### src/rtl/uls_pkg.sv
`timescale 1ns/1ps
// Package: shared types for the loopback switch.
// Holds the channel-mode encoding and the decoded one-hot mode flags.
package uls_pkg;
    typedef enum logic [1:0] {
        CM_NORMAL = 2'b00,
        CM_LOCAL  = 2'b01,
        CM_REMOTE = 2'b10,
        CM_ALT    = 2'b11
    } chan_mode_e;

    typedef struct packed {
        logic normal;
        logic local_lb;
        logic remote_lb;
    } mode_flags_t;
endpackage

### src/rtl/uls_mode_decode.sv
`timescale 1ns/1ps
// Module: uls_mode_decode
// Turns the 2-bit mode field into one-hot flags.
// Assumes: the unused code is folded onto normal operation.
module uls_mode_decode
    import uls_pkg::*;
(
    input  logic [1:0]  chan_mode,
    output mode_flags_t flags
);
    // Purpose: map each mode code to exactly one active flag.
    always_comb begin
        flags = '0;
        case (chan_mode_e'(chan_mode))
            CM_LOCAL:  flags.local_lb  = 1'b1;
            CM_REMOTE: flags.remote_lb = 1'b1;
            default:   flags.normal    = 1'b1;
        endcase
    end
endmodule

### src/rtl/uls_reclock.sv
`timescale 1ns/1ps
// Module: uls_reclock
// Brings the asynchronous serial input into the clock domain through
// STAGES flops, then retimes it on the 16x sample tick.
// Assumes: STAGES >= 2; the line idles high, so all flops reset to 1.
module uls_reclock #(
    parameter int STAGES = 2
) (
    input  logic clk,
    input  logic rst_n,
    input  logic tick,
    input  logic din,
    output logic q
);
    localparam int LAST = STAGES - 1;

    logic [LAST:0] sync_q;

    genvar gi;
    generate
        for (gi = 0; gi < STAGES; gi++) begin : g_sync
            // Purpose: one synchroniser stage, reset to idle level.
            always_ff @(posedge clk) begin
                if (!rst_n)       sync_q[gi] <= 1'b1;
                else if (gi == 0) sync_q[gi] <= din;
                else              sync_q[gi] <= sync_q[(gi == 0) ? 0 : gi - 1];
            end
        end
    endgenerate

    // Purpose: retime the synchronised bit on the sample tick.
    always_ff @(posedge clk) begin
        if (!rst_n)    q <= 1'b1;
        else if (tick) q <= sync_q[LAST];
    end

    // the retimed output moves only on a ticked edge
    a_r7_retime_on_tick: assert property (@(posedge clk) disable iff (!rst_n)
        (q != $past(q)) |-> $past(tick));
endmodule

### src/rtl/uls_gate.sv
`timescale 1ns/1ps
// Module: uls_gate
// Applies the mode-dependent overrides to flow control, enables,
// FIFO writes and error checking.
// Assumes: flags are one-hot; cts_pin high means the peer is ready.
module uls_gate
    import uls_pkg::*;
(
    input  mode_flags_t flags,
    input  logic        tx_en,
    input  logic        cts_chk_en,
    input  logic        cts_pin,
    input  logic        rts_en,
    input  logic        rts_req,
    input  logic        rx_en,
    input  logic        rx_wr_req,
    output logic        tx_go,
    output logic        rts_pin,
    output logic        rx_active,
    output logic        rx_fifo_wr,
    output logic        rx_err_chk_en
);
    logic cts_bypass;

    // Purpose: decide whether the CTS check is skipped in this mode.
    always_comb cts_bypass = flags.local_lb | flags.remote_lb;

    // Purpose: transmit permission with the flow-control gate.
    always_comb tx_go = tx_en & (cts_bypass | ~cts_chk_en | cts_pin);

    // Purpose: RTS drive, silenced in local loopback.
    always_comb rts_pin = ~flags.local_lb & rts_en & rts_req;

    // Purpose: receiver forced on in local loopback.
    always_comb rx_active = flags.local_lb | rx_en;

    // Purpose: no FIFO writes and no error checks while echoing.
    always_comb begin
        rx_fifo_wr    = rx_wr_req & ~flags.remote_lb;
        rx_err_chk_en = ~flags.remote_lb;
    end
endmodule

### src/rtl/uart_loop_switch.sv
`timescale 1ns/1ps
// Module: uart_loop_switch
// Pin-side switch for one UART channel: normal, local loopback and
// remote loopback, with the mode-dependent gating overrides.
// Assumes: din_pin is asynchronous; sample_tick is a one-cycle 16x enable.
module uart_loop_switch
    import uls_pkg::*;
#(
    parameter int SYNC_STAGES = 2
) (
    input  logic       clk,
    input  logic       rst_n,
    input  logic [1:0] chan_mode,
    input  logic       sample_tick,
    input  logic       tx_serial,
    input  logic       tx_en,
    input  logic       cts_chk_en,
    input  logic       cts_pin,
    input  logic       rts_en,
    input  logic       rts_req,
    input  logic       rx_en,
    input  logic       rx_wr_req,
    input  logic       din_pin,
    output logic       dout_pin,
    output logic       rts_pin,
    output logic       rx_serial,
    output logic       tx_go,
    output logic       rx_active,
    output logic       rx_fifo_wr,
    output logic       rx_err_chk_en
);
    mode_flags_t flags;
    logic        echo_bit;

    uls_mode_decode u_dec (
        .chan_mode (chan_mode),
        .flags     (flags)
    );

    uls_reclock #(.STAGES(SYNC_STAGES)) u_reclk (
        .clk   (clk),
        .rst_n (rst_n),
        .tick  (sample_tick),
        .din   (din_pin),
        .q     (echo_bit)
    );

    uls_gate u_gate (
        .flags         (flags),
        .tx_en         (tx_en),
        .cts_chk_en    (cts_chk_en),
        .cts_pin       (cts_pin),
        .rts_en        (rts_en),
        .rts_req       (rts_req),
        .rx_en         (rx_en),
        .rx_wr_req     (rx_wr_req),
        .tx_go         (tx_go),
        .rts_pin       (rts_pin),
        .rx_active     (rx_active),
        .rx_fifo_wr    (rx_fifo_wr),
        .rx_err_chk_en (rx_err_chk_en)
    );

    // Purpose: choose the serial-out source for the mode.
    always_comb begin
        if (flags.remote_lb)     dout_pin = echo_bit;
        else if (flags.local_lb) dout_pin = 1'b1;
        else                     dout_pin = tx_serial;
    end

    // Purpose: choose the receiver's serial source for the mode.
    always_comb rx_serial = flags.local_lb ? tx_serial : din_pin;

    // local loopback keeps the line idle
    a_r4_local_dout_idle: assert property (@(posedge clk) disable iff (!rst_n)
        (chan_mode == 2'b01) |-> dout_pin);

    // no RTS while looped locally
    a_r5_local_no_rts: assert property (@(posedge clk) disable iff (!rst_n)
        (chan_mode == 2'b01) |-> !rts_pin);

    // echo mode never writes the FIFO
    a_r8_remote_no_fifo: assert property (@(posedge clk) disable iff (!rst_n)
        (chan_mode == 2'b10) |-> (!rx_fifo_wr && !rx_err_chk_en));

    // normal mode honours a blocking CTS
    a_r3_cts_blocks: assert property (@(posedge clk) disable iff (!rst_n)
        (flags.normal && cts_chk_en && !cts_pin) |-> !tx_go);
endmodule

### config.mk
export PLATFORM = sky130hd
export DESIGN_NAME = uart_loop_switch
export DESIGN_NICKNAME = d
export VERILOG_FILES = /design/src/rtl/uls_pkg.sv /design/src/rtl/uls_mode_decode.sv /design/src/rtl/uls_reclock.sv /design/src/rtl/uls_gate.sv /design/src/rtl/uart_loop_switch.sv
export SDC_FILE = /design/constraint.sdc
export NUM_CORES = 1
export LEC_CHECK = 0
export BUFFER_PORTS_ARGS = -buffer_cell sky130_fd_sc_hd__clkbuf_2
export CAP_MARGIN = 10
export CORE_AREA = 2 2 39 41
export CTS_CLUSTER_SIZE = 10
export DETAILED_ROUTE_END_ITERATION = 7
export DIE_AREA = 0 0 41 43
export GPL_TIMING_DRIVEN = 0
export PLACE_DENSITY_LB_ADDON = 0.05
export SLEW_MARGIN = 0
export SYNTH_ARGS = -nofsm -noshare
export SYNTH_HDL_FRONTEND = slang
export SYNTH_SLANG_ARGS = --single-unit
### constraint.sdc
create_clock -name clk -period 1.1 [get_ports clk]
set_input_delay 0.165 -clock clk [delete_from_list [all_inputs] [get_ports clk]]
set_output_delay 0.165 -clock clk [all_outputs]
set_load 0.1 [all_outputs]
==> impl_metrics.env <==
export IMPL_synth_top_area_cell="dfxtp_1"
export IMPL_cts_hold_buffers=0
export IMPL_drv_cap=0
export IMPL_synth_seq_cells=3
export IMPL_violations="setup timing"
export IMPL_post_cts_setup_buffers=0
export IMPL_floorplan_die_height_um=43
export IMPL_grt_pass1_wl_um=876
export IMPL_dp_hpwl_um=436
export IMPL_pre_cts_ws_ns=-0.351
export IMPL_vias=224
export IMPL_cts_htree_levels=1
export IMPL_slew_violations=0
export IMPL_fmax_mhz=867
export IMPL_drt_wl_total_um=570
export IMPL_placed_area_um2=342
export IMPL_startpoint="chan_mode[1]"
export IMPL_portBuffers=20
export IMPL_ys_warn_count=0
export IMPL_grt_use_total_pct=8.01
export IMPL_cts_buffers=3
export IMPL_slowest_stage="mux2_4"
export IMPL_path_clk_slew_ns=0.04
export IMPL_netlist_area_leader_share_pct=33.1
export IMPL_synth_area_um2=181
export IMPL_diodes=0
export IMPL_worstPathArrival_ns=0.99
export IMPL_grt_max_degree=5
export IMPL_post_route_period_util_pct=105
export IMPL_die_x_um=41
export IMPL_hold_class="in -> reg"
export IMPL_worstSetupStartpointType="primary input"
export IMPL_ioPinCount=21
export IMPL_layout_setup_ws_ns=-0.0532
export IMPL_crit_chain="buf_8 -> inv_4 -> ha_4 -> mux2_4 -> clkbuf_16"
export IMPL_max_stage_delay_ns=0.31
export IMPL_antenna_left=0
export IMPL_setup_tns_ns=-0.0675
export IMPL_insertion_delay_ns=0.23
export IMPL_grt_overflow=0
export IMPL_finalSetupViolCount=2
export IMPL_antenna_found_initial=0
export IMPL_drive_above_1_share_pct=80.4
export IMPL_drc=0
export IMPL_synthDistinctLibCells=12
export IMPL_cts_tree="built"
export IMPL_r2r_start="u_reclk.q$_SDFFE_PN1P_"
export IMPL_via_per_inst=3.61
export IMPL_core_area_um2=1380
export IMPL_num_rows=14
export IMPL_synthTopCellsByArea="dfxtp_1 (33%), ha_1 (14%), mux2_4 (8.3%), nand2_1 (8.3%), nand2b_1 (6.9%)"
export IMPL_dieArea_um2=1760
export IMPL_gp_congestion=0.579
export IMPL_hp_start="rst_n"
export IMPL_syn_nets=38
export IMPL_hold_viol_final=0
export IMPL_routedWlPerCell_um=9.19
export IMPL_fin_area_um2=512
export IMPL_initialDrtViolationCount=0
export IMPL_hold_slack_ns=0.112
export IMPL_netlist_instances=22
export IMPL_p_leak_nw=0.238
export IMPL_period_needed_ns=1.15
export IMPL_finalNetCount=63
export IMPL_drtPass1Iterations=1
export IMPL_status="finished, violations left"
export IMPL_synth_yosys_seq_area_share_pct=33.1
export IMPL_cts_root_buffer="clkbuf_4"
export IMPL_worst_pin_slew_ns=0.303
export IMPL_postSynthAreaPerCell_um2=8.25
export IMPL_power_per_cell_area_nw_per_um2=1190
export IMPL_peakVddDrop_v=0.000379
export IMPL_syn2layout_area_growth_pct=182
export IMPL_crit_fanout=4
export IMPL_start_util_pct=13.1
export IMPL_max_slew_margin_rel_pct=79.9
export IMPL_cts_max_path_buffers=2
export IMPL_rsz0062_at_grt="yes"
export IMPL_skew_ns=0.0000431
export IMPL_critical_path_class="in -> out"
export IMPL_required_ns=0.94
export IMPL_cp_end_kind="output pin"
export IMPL_grt_pass1_vias=268
export IMPL_clock_sinks=3
==> layout by cell type (no fill, tap or decap) <==
cell type	n
nand2b_1	2
buf_8	2
nor2_4	1
clkinvlp_4	1
nand2_2	2
dfxtp_2	1
o21ai_4	1
nor2_1	1
or2_4	1
mux2_4	1
clkbuf_16	4
clkbuf_4	6
inv_4	2
nor2b_4	1
clkbuf_1	1
clkbuf_2	11
dfxtp_1	2
nand2_1	2
o21a_4	1
mux2i_1	1
ha_4	2
==> worst paths after layout <==
check                            endpoint  slack (ns)  cells past startpoint
min reg2reg  u_reclk.sync_q[1]$_SDFF_PN1_        0.41                      1
max reg2reg        u_reclk.q$_SDFFE_PN1P_        0.49                      2
max                             rx_serial       -0.05                      5
min                u_reclk.q$_SDFFE_PN1P_        0.11                      2
==> through the flow <==
step / std cells / total power [W] / util (%)
4_1_cts: 62 / 0.000615 / 36.5
5_1_grt: 62 / 0.000636 / 37.0
6_report: 62 / 0.000607 / 37.0
2_1_floorplan: 22 / 0.000297 / -
3_5_place_dp: 58 / 0.000342 / 24.7
3_3_place_gp: 58 / 0.000339 / 24.7
==> state kept, by name (all words and copies together) (netlist names) <==
register and count:
u_reclk.sync_q 2, u_reclk.q 1
==> cell type report <==
type                       instances  area [µm²]
fill                             147         872
timing repair buffer              20         208
multi-input combinational         16         176
sequential                         3        61.3
clock buffer                       4        26.3
inverter                           3        20.0
tap                               16        20.0
==> worst max-delay path: cells and delay by family <==
| kind | cells | cell delay (ns) |
|---|---|---|
| buffers and inverters | 3 | 0.35 |
| multiplexers | 1 | 0.31 |
| adder cells (fa/ha/maj) | 1 | 0.16 |
==> what timing repair did <==
item	CTS	global route
pin swaps	1	1
resized for setup	26	4
hold endpoints to repair	0	0
gates cloned	0	0
endpoints found under the setup margin	7	5
==> power breakdown <==
part	switching (W)	internal, W	total (W)	leakage (nW)
clock network	0.0000562	0.000136	0.000192	0.0150
registers	0.00000137	0.000114	0.000115	0.0243
logic	0.000181	0.000119	0.000300	0.199
total	0.000238	0.000369	0.000607	0.238
==> metal layers <==
| layer | vias to the layer above | track usage [%] | wire (µm) |
|---|---|---|---|
| li1 | 115 | - | - |
| met1 | 98 | 6.05 | 187 |
| met2 | 11 | 13.4 | 343 |
| met3 | 0 | 1.57 | 38 |
| met4 | 0 | 10.0 | 0 |
| met5 | - | 0 | 0 |
==> cell families (layout without fill, tap and decap cells) <==
logic type               count (synthesis)  count (layout)  share of synthesized area [%]
flip-flops                               3               3                           33.1
adder cells (fa/ha/maj)                  2               2                           13.8
multiplexers                             2               2                           13.8
AND/OR/NAND/NOR                         10              10                           26.2
AO/OA/AOI/OAI                            2               2                           6.90
buffers and inverters                    3              27                           6.21
==> synthesized netlist by cell type (all sizes together) <==
library cell / count
mux2i: 1
inv: 3
nand2: 4
mux2: 1
ha: 2
or2: 1
dfxtp: 3
nor2: 2
o21ai: 1
nand2b: 2
o21a: 1
nor2b: 1
Power figures use the tool's default switching activity.
